--- src/rtl/exc_pkg.sv ---
package exc_pkg;

  typedef enum logic [2:0] {
    ST_IDLE,
    ST_ENTRY,
    ST_RUN,
    ST_CHAIN,
    ST_POP
  } seq_state_e;

  // Source index space: 0 reset, 1 nmi, 2 hard fault, 3.. interrupt lines
  localparam int unsigned FIXED_SRC = 3;
  localparam int unsigned IRQ_BASE  = 16;

  function automatic int unsigned idx_to_num(input int unsigned idx);
    if (idx < FIXED_SRC) return idx + 1;
    return IRQ_BASE + idx - FIXED_SRC;
  endfunction

endpackage

--- src/rtl/exc_prio_regs.sv ---
module exc_prio_regs #(
  parameter int unsigned N_IRQ  = 8,
  parameter int unsigned PRIO_W = 3
) (
  input  logic                      clk,
  input  logic                      rst_n,
  input  logic [N_IRQ-1:0]          we,
  input  logic [PRIO_W-1:0]         wdata,
  output logic [N_IRQ*PRIO_W-1:0]   prio_flat
);

  for (genvar g = 0; g < N_IRQ; g++) begin : g_line
    logic [PRIO_W-1:0] prio_q;
    logic [PRIO_W-1:0] prio_d;

    always_comb begin
      prio_d = prio_q;
      if (we[g]) prio_d = wdata;
    end

    always_ff @(posedge clk or negedge rst_n) begin
      if (!rst_n) prio_q <= '0;
      else        prio_q <= prio_d;
    end

    assign prio_flat[g*PRIO_W +: PRIO_W] = prio_q;
  end

endmodule

--- src/rtl/exc_arbiter.sv ---
module exc_arbiter #(
  parameter int unsigned N_IRQ  = 8,
  parameter int unsigned PRIO_W = 3,
  localparam int unsigned USE_W  = $clog2(PRIO_W + 1),
  localparam int unsigned RANK_W = PRIO_W + 2,
  localparam int unsigned NSRC   = exc_pkg::FIXED_SRC + N_IRQ,
  localparam int unsigned IDX_W  = $clog2(NSRC)
) (
  input  logic                    rst_req,
  input  logic                    nmi_req,
  input  logic                    hf_req,
  input  logic [N_IRQ-1:0]        irq_req,
  input  logic [N_IRQ-1:0]        irq_en,
  input  logic [N_IRQ*PRIO_W-1:0] prio_flat,
  input  logic [USE_W-1:0]        prio_bits,
  input  logic [NSRC-1:0]         active,
  output logic                    win_vld,
  output logic [IDX_W-1:0]        win_idx,
  output logic [RANK_W-1:0]       win_rank
);
  import exc_pkg::*;

  logic [NSRC-1:0]   src_vld;
  logic [RANK_W-1:0] src_rank [NSRC];
  logic [PRIO_W-1:0] keep_mask;

  // keep the prio_bits most significant bits
  always_comb begin
    for (int b = 0; b < PRIO_W; b++) begin
      keep_mask[b] = (int'(prio_bits) + b) >= PRIO_W;
    end
  end

  assign src_vld[0] = rst_req & ~active[0];
  assign src_vld[1] = nmi_req & ~active[1];
  assign src_vld[2] = hf_req  & ~active[2];
  assign src_rank[0] = RANK_W'(0);
  assign src_rank[1] = RANK_W'(1);
  assign src_rank[2] = RANK_W'(2);

  for (genvar g = 0; g < N_IRQ; g++) begin : g_irq
    logic [PRIO_W-1:0] masked;
    assign masked = prio_flat[g*PRIO_W +: PRIO_W] & keep_mask;
    assign src_vld[FIXED_SRC+g]  = irq_req[g] & irq_en[g] & ~active[FIXED_SRC+g];
    assign src_rank[FIXED_SRC+g] = RANK_W'(FIXED_SRC) + {2'b00, masked};
  end

  // strict compare in ascending index order: ties keep the lower index
  always_comb begin
    win_vld  = 1'b0;
    win_idx  = '0;
    win_rank = '1;
    for (int i = 0; i < NSRC; i++) begin
      if (src_vld[i] && (!win_vld || src_rank[i] < win_rank)) begin
        win_vld  = 1'b1;
        win_idx  = IDX_W'(i);
        win_rank = src_rank[i];
      end
    end
  end

endmodule

--- src/rtl/exc_seq.sv ---
module exc_seq #(
  parameter int unsigned NSRC   = 11,
  parameter int unsigned RANK_W = 5,
  parameter int unsigned NEST   = 4,
  localparam int unsigned IDX_W   = $clog2(NSRC),
  localparam int unsigned DEPTH_W = $clog2(NEST + 1)
) (
  input  logic              clk,
  input  logic              rst_n,
  input  logic              win_vld,
  input  logic [IDX_W-1:0]  win_idx,
  input  logic [RANK_W-1:0] win_rank,
  input  logic              hdl_exit,
  input  logic              stk_save_ack,
  input  logic              stk_pop_ack,
  input  logic              vec_ack,
  input  logic              vec_mode_bit,
  output logic [NSRC-1:0]   active_eff,
  output logic              top_vld,
  output logic [IDX_W-1:0]  top_idx,
  output logic              stk_save_req,
  output logic              stk_pop_req,
  output logic              vec_req,
  output logic              handler_mode,
  output logic              inv_state_fault
);
  import exc_pkg::*;

  localparam logic [RANK_W-1:0] THREAD_RANK = '1;

  seq_state_e        state_q, state_d;
  logic [DEPTH_W-1:0] depth_q, depth_d;
  logic [IDX_W-1:0]  stk_idx_q  [NEST];
  logic [IDX_W-1:0]  stk_idx_d  [NEST];
  logic [RANK_W-1:0] stk_rank_q [NEST];
  logic [RANK_W-1:0] stk_rank_d [NEST];
  logic [NSRC-1:0]   active_q, active_d;
  logic              save_done_q, save_done_d;
  logic              vec_done_q, vec_done_d;
  logic              vbit_q, vbit_d;
  logic              fault_q, fault_d;
  logic              hmode_q, hmode_d;

  logic [RANK_W-1:0] top_rank, below_rank;
  logic              exit_now, take;
  logic              save_all, vec_all;
  logic [NSRC-1:0]   win_hot, top_hot;

  // stack top and the level beneath it
  always_comb begin
    top_idx    = '0;
    top_rank   = THREAD_RANK;
    below_rank = THREAD_RANK;
    for (int k = 0; k < NEST; k++) begin
      if (DEPTH_W'(k + 1) == depth_q) begin
        top_idx  = stk_idx_q[k];
        top_rank = stk_rank_q[k];
      end
      if (DEPTH_W'(k + 2) == depth_q) below_rank = stk_rank_q[k];
    end
  end

  assign top_vld    = depth_q != '0;
  assign exit_now   = (state_q == ST_RUN) && hdl_exit;
  assign win_hot    = NSRC'(1) << win_idx;
  assign top_hot    = NSRC'(1) << top_idx;
  assign active_eff = exit_now ? (active_q & ~top_hot) : active_q;
  assign take       = win_vld && (depth_q < DEPTH_W'(NEST)) && (win_rank < top_rank);
  assign save_all   = save_done_q | stk_save_ack;
  assign vec_all    = vec_done_q | vec_ack;

  always_comb begin
    state_d     = state_q;
    depth_d     = depth_q;
    stk_idx_d   = stk_idx_q;
    stk_rank_d  = stk_rank_q;
    active_d    = active_eff;
    save_done_d = save_done_q;
    vec_done_d  = vec_done_q;
    vbit_d      = vbit_q;
    fault_d     = 1'b0;
    hmode_d     = hmode_q;

    unique case (state_q)
      ST_IDLE, ST_RUN: begin
        if (exit_now) begin
          if (win_vld && (win_rank < below_rank)) begin
            for (int k = 0; k < NEST; k++) begin
              if (DEPTH_W'(k + 1) == depth_q) begin
                stk_idx_d[k]  = win_idx;
                stk_rank_d[k] = win_rank;
              end
            end
            active_d = active_eff | win_hot;
            state_d  = ST_CHAIN;
          end else begin
            state_d = ST_POP;
          end
        end else if (take) begin
          for (int k = 0; k < NEST; k++) begin
            if (DEPTH_W'(k) == depth_q) begin
              stk_idx_d[k]  = win_idx;
              stk_rank_d[k] = win_rank;
            end
          end
          depth_d     = depth_q + DEPTH_W'(1);
          active_d    = active_eff | win_hot;
          save_done_d = 1'b0;
          vec_done_d  = 1'b0;
          hmode_d     = 1'b1;
          state_d     = ST_ENTRY;
        end
      end
      ST_ENTRY: begin
        save_done_d = save_all;
        vec_done_d  = vec_all;
        if (vec_ack) vbit_d = vec_mode_bit;
        if (save_all && vec_all) begin
          state_d = ST_RUN;
          fault_d = vec_ack ? ~vec_mode_bit : ~vbit_q;
        end
      end
      ST_CHAIN: begin
        if (vec_ack) begin
          state_d = ST_RUN;
          fault_d = ~vec_mode_bit;
        end
      end
      ST_POP: begin
        if (stk_pop_ack) begin
          depth_d = depth_q - DEPTH_W'(1);
          if (depth_q == DEPTH_W'(1)) begin
            state_d = ST_IDLE;
            hmode_d = 1'b0;
          end else begin
            state_d = ST_RUN;
          end
        end
      end
      default: state_d = ST_IDLE;
    endcase
  end

  always_ff @(posedge clk or negedge rst_n) begin
    if (!rst_n) begin
      state_q     <= ST_IDLE;
      depth_q     <= '0;
      active_q    <= '0;
      save_done_q <= 1'b0;
      vec_done_q  <= 1'b0;
      vbit_q      <= 1'b0;
      fault_q     <= 1'b0;
      hmode_q     <= 1'b0;
      for (int k = 0; k < NEST; k++) begin
        stk_idx_q[k]  <= '0;
        stk_rank_q[k] <= '0;
      end
    end else begin
      state_q     <= state_d;
      depth_q     <= depth_d;
      active_q    <= active_d;
      save_done_q <= save_done_d;
      vec_done_q  <= vec_done_d;
      vbit_q      <= vbit_d;
      fault_q     <= fault_d;
      hmode_q     <= hmode_d;
      for (int k = 0; k < NEST; k++) begin
        stk_idx_q[k]  <= stk_idx_d[k];
        stk_rank_q[k] <= stk_rank_d[k];
      end
    end
  end

  assign stk_save_req    = (state_q == ST_ENTRY) && !save_done_q;
  assign vec_req         = ((state_q == ST_ENTRY) && !vec_done_q) || (state_q == ST_CHAIN);
  assign stk_pop_req     = state_q == ST_POP;
  assign handler_mode    = hmode_q;
  assign inv_state_fault = fault_q;

endmodule

--- src/rtl/exc_entry_ctrl.sv ---
module exc_entry_ctrl #(
  parameter int unsigned N_IRQ  = 8,
  parameter int unsigned PRIO_W = 3,
  parameter int unsigned NEST   = 4,
  localparam int unsigned USE_W  = $clog2(PRIO_W + 1),
  localparam int unsigned RANK_W = PRIO_W + 2,
  localparam int unsigned NSRC   = exc_pkg::FIXED_SRC + N_IRQ,
  localparam int unsigned IDX_W  = $clog2(NSRC),
  localparam int unsigned EXC_W  = $clog2(exc_pkg::IRQ_BASE + N_IRQ)
) (
  input  logic              clk,
  input  logic              rst_n,
  input  logic [N_IRQ-1:0]  irq_req,
  input  logic [N_IRQ-1:0]  irq_en,
  input  logic [N_IRQ-1:0]  prio_we,
  input  logic [PRIO_W-1:0] prio_wdata,
  input  logic [USE_W-1:0]  prio_bits,
  input  logic              rst_exc_req,
  input  logic              nmi_req,
  input  logic              hf_req,
  input  logic              hdl_exit,
  output logic              stk_save_req,
  input  logic              stk_save_ack,
  output logic              stk_pop_req,
  input  logic              stk_pop_ack,
  output logic              vec_req,
  input  logic              vec_ack,
  input  logic              vec_mode_bit,
  output logic [EXC_W-1:0]  exc_num,
  output logic              handler_mode,
  output logic              inv_state_fault
);
  import exc_pkg::*;

  logic [N_IRQ*PRIO_W-1:0] prio_flat;
  logic [NSRC-1:0]         active_eff;
  logic                    win_vld;
  logic [IDX_W-1:0]        win_idx;
  logic [RANK_W-1:0]       win_rank;
  logic                    top_vld;
  logic [IDX_W-1:0]        top_idx;

  exc_prio_regs #(.N_IRQ(N_IRQ), .PRIO_W(PRIO_W)) u_prio (
    .clk       (clk),
    .rst_n     (rst_n),
    .we        (prio_we),
    .wdata     (prio_wdata),
    .prio_flat (prio_flat)
  );

  exc_arbiter #(.N_IRQ(N_IRQ), .PRIO_W(PRIO_W)) u_arb (
    .rst_req   (rst_exc_req),
    .nmi_req   (nmi_req),
    .hf_req    (hf_req),
    .irq_req   (irq_req),
    .irq_en    (irq_en),
    .prio_flat (prio_flat),
    .prio_bits (prio_bits),
    .active    (active_eff),
    .win_vld   (win_vld),
    .win_idx   (win_idx),
    .win_rank  (win_rank)
  );

  exc_seq #(.NSRC(NSRC), .RANK_W(RANK_W), .NEST(NEST)) u_seq (
    .clk             (clk),
    .rst_n           (rst_n),
    .win_vld         (win_vld),
    .win_idx         (win_idx),
    .win_rank        (win_rank),
    .hdl_exit        (hdl_exit),
    .stk_save_ack    (stk_save_ack),
    .stk_pop_ack     (stk_pop_ack),
    .vec_ack         (vec_ack),
    .vec_mode_bit    (vec_mode_bit),
    .active_eff      (active_eff),
    .top_vld         (top_vld),
    .top_idx         (top_idx),
    .stk_save_req    (stk_save_req),
    .stk_pop_req     (stk_pop_req),
    .vec_req         (vec_req),
    .handler_mode    (handler_mode),
    .inv_state_fault (inv_state_fault)
  );

  assign exc_num = top_vld ? EXC_W'(idx_to_num(int'(top_idx))) : '0;

endmodule

--- config.mk ---
export PLATFORM = sky130hd
export DESIGN_NAME = exc_entry_ctrl
export DESIGN_NICKNAME = d
export VERILOG_FILES = /design/src/rtl/exc_pkg.sv /design/src/rtl/exc_prio_regs.sv /design/src/rtl/exc_arbiter.sv /design/src/rtl/exc_seq.sv /design/src/rtl/exc_entry_ctrl.sv
export SDC_FILE = /design/constraint.sdc
export NUM_CORES = 1
export LEC_CHECK = 0
export BUFFER_PORTS_ARGS = -buffer_cell sky130_fd_sc_hd__buf_4
export CELL_PAD_IN_SITES_DETAIL_PLACEMENT = 0
export CELL_PAD_IN_SITES_GLOBAL_PLACEMENT = 1
export CORE_ASPECT_RATIO = 0.9
export CORE_UTILIZATION = 25
export DETAILED_ROUTE_END_ITERATION = 6
export HOLD_SLACK_MARGIN = 0.12
export PLACE_DENSITY_LB_ADDON = 0.1
export REMOVE_ABC_BUFFERS = 1
export SYNTH_ARGS = -nofsm -noshare
export SYNTH_HDL_FRONTEND = slang
export SYNTH_HIERARCHICAL = 1
export SYNTH_SLANG_ARGS = --single-unit
export TNS_END_PERCENT = 30
--- constraint.sdc ---
create_clock -name clk -period 20.1 [get_ports clk]
set_input_delay 4.02 -clock clk [delete_from_list [all_inputs] [get_ports clk]]
set_output_delay 4.02 -clock clk [all_outputs]
set_load 0.02 [all_outputs]
==> run summary, run 1 <==
status: completed
TritonCTS Buffers: 9
clock power share: 0.120
combinational share of power: 0.685
Antenna Nets Post-Route: 0
Top delay family on crit path: compound AO/OA/AOI/OAI gates
Final setup viols: 0
CTS Buffer Depth: 2
final hold vios: 0
R2R depth: 80
H-tree levels: 3
type of origin of the critical path: primary input
core box area: 25460 um2
Placed Area: 7327 um2
post-DP HPWL: 16170 um
Avg Inst Size Synth: 9.223 um2
FF+latch area: 2052 um2
Unique masters post-synth: 87
internal power: 0.7089 mW
Hold Path Stages: 1
Crit path top cell by count: ha_1
Crit Path Class: in2reg
Tmin final: 19.15 ns
Slew @ Worst Pin: 0.8324 ns
buffers and inverters on the worst path: 9
GRT overflow: 0
Root Buffer: clkbuf_16
initial antenna violation count: 0
clk sinks: 82
final critical-path share of the clock period: 0.9525
IO buf count: 48
first-pass detailed-route iteration total: 5
number of synthesized flops with an enable pin: 0
Sw Ratio: 0.4749
Cell Area, Synth: 6558 um2
maximum number of pins on one net before global-route repair: 62
gr busiest metal: met2
die width: 172.7 um
sequential element share of the synthesized area: 0.3129
WL per Instance: 18.94 um
Crit. path cell count: 78
Async SR Flop Fraction: 1.000
Flop pwr share: 0.195
GP Congestion: 0.8497
Total GRT Usage: 0.1594
Die Ht: 155.6 um
Layout area overhead: 19.29%
Crit path arrival time: 19.37 ns
Multi-input gate area: 4343 um2
Hold Crit Class: reg2reg
Synth warnings: 6
# Max-Cap Violations: 0
share of post-route cells with drive strength above 1: 0.2796
nets: 855
max-slew violations: 0
clk_lat worst skew: 0.35 ns
Critical Path RT: 20.32 ns
leakage: 3.413 nW
Inserted Diodes: 0
Initial Utilization: 0.2575
grt met3 use: 0.02022
GR Util met2: 0.2500
fmax: 52.23 MHz
Fillers: 2695
Post-Syn Instances: 711
Yosys reg bits: 82
clock slew at reported path FFs: 0.07 ns
max_slew headroom: 0.4451
TritonCTS clock tree: built
Final TNS setup: 0 ns
Rows: 55
GRT met1 Usage: 0.2305
Finished Core Util: 0.3072
hold_buf cts: 0
vias in the first global route: 5744
die area: 26880 um2
Final Cell Area: 7823 um2
Crit-path slowest cell: or3b_1
P per Cell Area: 172.6 nW/um2
top_reg_cell synth: dfrtp_1
crit-path max FO: 6
via-per-instance ratio: 5.178
IO Pins: 49
global-route wire length before repair: 33350 um
via count: 5789
commonest non-fill, non-tap cell in the layout: dfrtp_1
Post-route DRC: 0
Fin Clk Skew: 0.01295 ns
Setup crit end kind: register
Max stage delay on crit path: 0.40 ns
most frequent cells in the layout: dfrtp_1 (82), nand2_1 (73), buf_4 (73), mux2_2 (46)
final WL: 21170 um
fin cells: 1118
Placed Instances: 1092
Net Switching: 0.6411 mW
Initial DRC Count: 408
maximum VDD drop: 0.1046 mV
[Yosys cell counts (all sizes together) (5+ instances only)]
library cell | n | area [um2]
or3 | 5 | 36.28
or2 | 6 | 37.54
ha | 45 | 563.0
nand2b | 10 | 62.56
and2 | 7 | 46.29
a211oi | 8 | 70.06
a21o | 12 | 91.34
o21ai | 45 | 240.2
o21a | 6 | 45.04
a21oi | 47 | 239.0
mux2 | 65 | 803.3
o31ai | 10 | 75.07
inv | 43 | 161.4
nor2b | 7 | 43.79
nand2 | 74 | 277.8
and3 | 5 | 32.53
a221oi | 7 | 73.82
nand3 | 22 | 110.1
dfrtp | 82 | 2052
nor3 | 8 | 40.04
nand3b | 9 | 80.08
xor2 | 6 | 52.55
nor2 | 49 | 186.4
o211ai | 7 | 57.55
mux2i | 7 | 82.58
o22ai | 9 | 56.30
clkbuf | 12 | 45.04
o221ai | 6 | 52.55
buf | 14 | 113.9
[per-stage QoR]
| stage | hold WS (ns) | power [mW] | setup slack [ns] |
|---|---|---|---|
| 2_1_floorplan | 0.4700 | 0.8612 | 1.722 |
| 3_3_place_gp | 0.4642 | 1.135 | 0.08513 |
| 3_5_place_dp | 0.4671 | 1.130 | -0.2153 |
| 4_1_cts | 0.4847 | 1.303 | 0.06713 |
| 5_1_grt | 0.5104 | 1.470 | -0.1510 |
| 6_report | 0.4796 | 1.350 | 0.9539 |
[timing repair]
item / CTS / global route
setup buffers: 0 / 9
resized for setup: 0 / 37
setup endpoints to repair: 0 / 56
[path summary, 6_finish.rpt]
check	start	to	slack, ns
worst max-delay path	hdl_exit	u_seq/stk_rank_q[1]	0.95
worst min-delay path	u_seq/handler_mode	u_seq/handler_mode	0.48
worst max register to register	u_seq/depth_q[2]	u_seq/stk_rank_q[1]	2.04
worst min register to register	u_seq/handler_mode	u_seq/handler_mode	0.48
max in group asynchronous	rst_n	u_seq/active_q[7]	15.40
min in group asynchronous	rst_n	u_prio/g_line[5].prio_q[1]	3.56
[cell type report]
type                       count  area share
inverter                      43     0.02063
clock inverter                 5    0.004798
sequential                    82      0.2623
timing repair buffer          74     0.07262
multi-input combinational    561      0.5552
tap                          342     0.05470
clock buffer                  11     0.02975
[worst register-to-register path: cells and delay by family, from the launching register on]
kind,cells,cell delay [ns]
simple gates,17,3.50
flops,1,0.70
mux,4,1.20
compound gates,40,8.49
fa+ha+maj,10,2.92
buf+inv,9,1.10
[flip-flops by register name, summed over array words and instances, names as in the netlist]
| signal | flops |
|---|---|
| u_seq/stk_rank_q | 20 |
| u_seq/vec_done_q | 1 |
| u_seq/vbit_q | 1 |
| u_prio/g_line.prio_q | 24 |
| u_seq/stk_idx_q | 16 |
| u_seq/save_done_q | 1 |
| u_seq/depth_q | 3 |
| u_seq/handler_mode | 1 |
| u_seq/state_q | 3 |
| u_seq/inv_state_fault | 1 |
| u_seq/active_q | 11 |
[logic make-up after synthesis]
group / share of synthesized area
compound gates: 0.2244
fa+ha+maj: 0.08586
simple gates: 0.1795
buf+inv: 0.04885
xor+xnor: 0.01336
mux: 0.1351
flops: 0.3129
[power groups by stage]
stage	combinational (mW)	clock (mW)	sequential (mW)
floorplan	0.607	0	0.254
global placement	0.870	0	0.265
detailed placement	0.864	0	0.266
CTS	0.870	0.170	0.263
global route	1.02	0.177	0.272
finish	0.924	0.162	0.264
[routing by layer]
layer / routed length [um] / share of wire / up-vias
met2: 9443 / 0.45 / 133
met1: 10880 / 0.51 / 2887
met4: 100 / 0.0047 / 0
met3: 744 / 0.035 / 8
li1: - / - / 2761
met5: 0 / 0 / -
(Power assumes the default switching activity.)
==> run 2, diff against run 1 <==
--- a/config.mk
+++ b/config.mk
@@ -5,6 +5,7 @@
 export SDC_FILE = /design/constraint.sdc
 export NUM_CORES = 1
 export LEC_CHECK = 0
+export ABC_AREA = 1
 export BUFFER_PORTS_ARGS = -buffer_cell sky130_fd_sc_hd__buf_4
 export CELL_PAD_IN_SITES_DETAIL_PLACEMENT = 0
 export CELL_PAD_IN_SITES_GLOBAL_PLACEMENT = 1
@@ -13,7 +14,6 @@
 export DETAILED_ROUTE_END_ITERATION = 6
 export HOLD_SLACK_MARGIN = 0.12
 export PLACE_DENSITY_LB_ADDON = 0.1
-export REMOVE_ABC_BUFFERS = 1
 export SYNTH_ARGS = -nofsm -noshare
 export SYNTH_HDL_FRONTEND = slang
 export SYNTH_HIERARCHICAL = 1
==> run summary, run 2 <==
status: completed
RR Startpoint: u_seq/depth_q[2]
Unique masters post-synth: 38
Crit-path slowest cell: nand2_4
final hold vios: 0
Sw Ratio: 0.5502
H-tree levels: 3
GP Congestion: 0.7674
Initial DRC Count: 374
Final TNS setup: 0 ns
Critical Path RT: 20.35 ns
most frequent cells in the layout: nand2_1 (360), inv_1 (100), dfrtp_1 (82), nor2_1 (56), nand4_1 (52)
hold_buf cts: 0
CTS Buffer Depth: 2
Root Buffer: clkbuf_16
maximum number of pins on one net before global-route repair: 52
most common cell in the netlist: nand2_1
Yosys reg bits: 82
commonest non-fill, non-tap cell in the layout: nand2_1
Die Ht: 155.1 um
combinational share of power: 0.663
IO buf count: 48
Hold Startpoint: u_prio/g_line[0].prio_q[2]
via-per-instance ratio: 4.552
GRT overflow: 0
TritonCTS Buffers: 9
first-pass detailed-route iteration total: 5
Synth warnings: 6
top post-synthesis cells by count: nand2_1 (360), inv_1 (100), dfrtp_1 (82)
P per Cell Area: 177.4 nW/um2
max reg flops: 24
Post-Syn Instances: 950
Flop pwr share: 0.199
Reg-to-Reg End: u_seq/stk_idx_q[8]
Cell Area, Synth: 6511 um2
core box area: 25320 um2
RSZ-0062 raised after global routing: no
Yosys top cell by area: dfrtp_1
# Max-Cap Violations: 0
max-slew violations: 0
final critical-path share of the clock period: 0.7777
Max stage delay on crit path: 0.47 ns
Final setup viols: 0
Regs by FF count: u_prio/g_line.prio_q x24, u_seq/stk_rank_q x20, u_seq/stk_idx_q x16
clock power share: 0.138
Crit path arrival time: 15.88 ns
die width: 172.1 um
maximum VDD drop: 0.07803 mV
total power draw: 1.327 mW
Hold Slack: 0.4688 ns
IO Pins: 49
via count: 6063
Fin Clk Skew: 0.02156 ns
Tmin final: 15.63 ns
CTS resizes: 0
Hold Crit Class: reg2reg
Initial Utilization: 0.2571
Total GRT Usage: 0.1576
crit-path max FO: 45
share of post-route cells with drive strength above 1: 0.1394
R2R depth: 77
initial antenna violation count: 0
sink of the worst hold path: u_prio/g_line[0].prio_q[2]
final WL: 19730 um
WL per Instance: 14.81 um
register-to-register setup slack: 6.31 ns
Hold Path Stages: 2
Top reg by flops: u_prio/g_line.prio_q
Synth top area share: 0.3151
sequential element share of the synthesized area: 0.3151
Layout area overhead: 14.95%
dpl ws: 4.109 ns
worst setup margin: 4.469 ns
TritonCTS clock tree: built
nets: 1069
post-DP HPWL: 14890 um
Crit path top cell by count: inv_1
Inserted Diodes: 0
clk sinks: 82
Avg Inst Size Synth: 6.854 um2
vias in the first global route: 6103
fmax: 63.98 MHz
internal power: 0.5970 mW
max_slew headroom: 0.3674
number of synthesized flops with an enable pin: 0
top_reg_cell synth: dfrtp_1
Post-route DRC: 0
Async SR Flop Fraction: 1.000
Crit Path Class: in2reg
Post-CTS Repair Setup Buffers: 0
clk_lat worst skew: 0.36 ns
Slew @ Worst Pin: 0.9426 ns
global-route wire length before repair: 32370 um
die area: 26700 um2
leakage: 4.035 nW
syn nets: 1034
clock slew at reported path FFs: 0.07 ns
Rows: 55
dominant cells by area after synthesis: dfrtp_1 (32%), nand2_1 (21%), ha_1 (8.6%)
type of origin of the critical path: primary input
Setup crit end kind: register
Antenna Nets Post-Route: 0
Net Switching: 0.7304 mW
[run 2: changes by cell type after synthesis, sizes merged, moves of 21 or more]
cell,delta
nand3,+34
nand4,+50
inv,+71
a21oi,-21
mux2,-65
nand2,+309
[run 2: cell families (layout without fill, tap and decap cells)]
kind of cell | count (synthesis) | in the layout | share of synthesized area
buffers and inverters | 139 | 179 | 0.08609
flip-flops | 82 | 82 | 0.3151
AND/OR/NAND/NOR | 575 | 575 | 0.4114
AO/OA/AOI/OAI | 98 | 98 | 0.08609
adder cells (fa/ha/maj) | 45 | 45 | 0.08647
XOR/XNOR | 11 | 11 | 0.01480
[run 2: layout make-up]
type	count	area [um2]
inverters	114	427.9
fillers	2907	17840
multi-input cells	729	3899
flip-flops and latches	82	2052
clock inverters	6	71.32
well taps	342	427.9
clock buffers	10	239.0
repair buffers	49	367.9
[run 2: power groups by stage]
stage | registers (mW) | clock network, mW | logic, mW
finish | 0.264 | 0.183 | 0.880
global route | 0.272 | 0.196 | 1.01
CTS | 0.265 | 0.190 | 0.891
detailed placement | 0.268 | 0 | 0.886
global placement | 0.269 | 0 | 0.897
floorplan | 0.254 | 0 | 0.670
[run 2: worst max-delay path by stage]
stage,startpoint,endpoint
after floorplan,hdl_exit,u_seq/stk_idx_q[12]
after global placement,hdl_exit,u_seq/stk_rank_q[16]
after detailed placement,hdl_exit,u_seq/stk_idx_q[8]
after CTS,hdl_exit,u_seq/stk_idx_q[8]
after global routing,hdl_exit,u_seq/stk_idx_q[8]
final,hdl_exit,u_seq/stk_idx_q[8]
[run 2: through the flow]
step,instance area [um2],cells,util
3_3_place_gp,7174,1316,0.2833
4_1_cts,7485,1332,0.2956
2_1_floorplan,6511,950,-
3_5_place_dp,7174,1316,0.2833
6_report,7485,1332,0.2956
5_1_grt,7485,1332,0.2956
[run 2: critical path: cells and delay by family]
| kind | cells | cell delay [ns] |
|---|---|---|
| buffers and inverters | 14 | 1.33 |
| AO/OA/AOI/OAI | 23 | 3.81 |
| AND/OR/NAND/NOR | 27 | 3.97 |
| adder cells (fa/ha/maj) | 9 | 2.70 |
[run 2: per-layer routing]
layer | wire (um) | up-vias | share of wire | GRT usage
li1 | - | 3141 | - | -
met1 | 9399 | 2835 | 0.48 | 0.2059
met2 | 9646 | 77 | 0.49 | 0.2736
met3 | 544 | 10 | 0.028 | 0.02595
met4 | 136 | 0 | 0.0069 | 0.02739
met5 | 0 | - | 0 | 0
==> run 3, diff against run 2 <==
==> constraint.sdc (replaced) <==
create_clock -name clk -period 14.6 [get_ports clk]
set_input_delay 2.92 -clock clk [delete_from_list [all_inputs] [get_ports clk]]
set_output_delay 2.92 -clock clk [all_outputs]
set_load 0.02 [all_outputs]
==> run summary, run 3 (same netlist as run 2, synthesis figures left out) <==
final critical-path share of the clock period: 0.9103
Total GRT Usage: 0.1601
buffers and inverters on the worst path: 15
via-per-instance ratio: 4.524
Fillers: 2899
Crit Path Class: in2reg
Layout area overhead: 18.50%
core box area: 25320 um2
GP Congestion: 0.7592
Initial Utilization: 0.2571
Hold Startpoint: u_prio/g_line[0].prio_q[2]
initial antenna violation count: 0
max-slew violations: 0
IO buf count: 48
max reg flops: 24
Max stage delay on crit path: 0.35 ns
Top Metal Used: met4
RSZ-0062 raised after global routing: no
global-route wire length before repair: 33030 um
Initial DRC Count: 265
CTS Buffer Depth: 2
RR Startpoint: u_seq/depth_q[2]
Regs by FF count: u_prio/g_line.prio_q x24, u_seq/stk_rank_q x20, u_seq/stk_idx_q x16
Top delay family on crit path: simple AND/OR/NAND/NOR gates
Fin Clk Skew: 0.01590 ns
clock slew at reported path FFs: 0.06 ns
crit-path max FO: 12
Final Cell Area: 7716 um2
maximum number of pins on one net before global-route repair: 55
share of post-route cells with drive strength above 1: 0.1590
met3 wire len: 567 um
total power draw: 1.966 mW
Antenna Nets Post-Route: 0
TritonCTS Buffers: 9
Crit-path slowest cell: ha_1
final WL: 19940 um
die area: 26700 um2
vias in the first global route: 6355
via count: 6098
type of origin of the critical path: primary input
Slew @ Worst Pin: 0.8664 ns
P per Cell Area: 254.8 nW/um2
Top reg by flops: u_prio/g_line.prio_q
Placed Area: 7249 um2
Critical Path RT: 14.87 ns
Rows: 55
Final TNS setup: 0 ns
Die Ht: 155.1 um
Post-route DRC: 0
Setup crit end kind: register
worst setup margin: 1.309 ns
final hold vios: 0
Inserted Diodes: 0
H-tree levels: 3
Crit path top cell by count: inv_1
status: completed
clk sinks: 82
TritonCTS clock tree: built
dpl ws: -0.1100 ns
Root Buffer: clkbuf_16
# Max-Cap Violations: 0
fmax: 75.24 MHz
IO Pins: 49
nets: 1085
WL per Instance: 14.79 um
Crit. Startpoint: hdl_exit
die width: 172.1 um
Final setup viols: 0
met2 wire len: 9965 um
Tmin final: 13.29 ns
clk_lat worst skew: 0.36 ns
GRT overflow: 0
maximum VDD drop: 0.07550 mV
leakage: 4.152 nW
max_slew headroom: 0.4185
hold_buf cts: 0
Hold Crit Class: reg2reg
most frequent cells in the layout: nand2_1 (359), inv_1 (100), dfrtp_1 (82), buf_4 (63), nor2_1 (56)
Crit path arrival time: 13.56 ns
first-pass detailed-route iteration total: 5
Hold Slack: 0.4684 ns
wl on met1: 9179 um
post-DP HPWL: 15390 um
commonest non-fill, non-tap cell in the layout: nand2_1
[run 3: changes by cell type in the layout (fill, tap and decap cells not counted), moves of 3 or more]
| cell | change |
|---|---|
| o21ai_0 | -6 |
| buf_4 | +14 |
| nand3_2 | -3 |
| nand3_4 | +3 |
| o21ai_2 | +4 |
[run 3: final timing paths]
kind | endpoint | slack, ns | cells past startpoint
min in group asynchronous | u_seq/stk_rank_q[9] | 2.50 | 1
min reg2reg | u_prio/g_line[0].prio_q[2] | 0.47 | 2
max in group asynchronous | u_prio/g_line[0].prio_q[1] | 10.97 | 2
max | u_seq/active_q[8] | 1.31 | 77
max reg2reg | u_seq/active_q[8] | 1.89 | 82
min | u_prio/g_line[0].prio_q[2] | 0.47 | 2
[run 3: where the power goes]
part	internal [mW]	switching, mW
sequential	0.309	0.0549
clock	0.173	0.105
combinational	0.451	0.873
[run 3: cell type report]
class	instances	area, um2	area share
clock buffer	10	239.0	0.03097
clock inverter	6	112.6	0.01459
inverter	114	427.9	0.05546
multi-input combinational	729	3953	0.5122
sequential	82	2052	0.2659
tap	342	427.9	0.05546
timing repair buffer	65	504.2	0.06535
[run 3: metrics by stage]
stage               cells    util
floorplan             950       -
global placement     1326  0.2863
detailed placement   1326  0.2863
CTS                  1342  0.3001
global route         1348  0.3047
finish               1348  0.3047
[run 3: repair_timing]
action,in CTS,in global routing
buffers inserted,0,6
endpoints found under the setup margin,0,56
resized for setup,0,17
[run 3: worst reg2reg max path, delay by kind of cell (launching register included)]
family          cells  cell delay [ns]
fa+ha+maj          10             3.36
simple gates       33             3.93
flops               1             0.57
compound gates     23             2.94
buf+inv            16             1.82
[run 3: metal layers]
layer  vias to the layer above  global-route usage
li1                       3176                   -
met1                      2836              0.1986
met2                        67              0.2876
met3                        19             0.02518
met4                         0             0.03666
met5                         -                   0
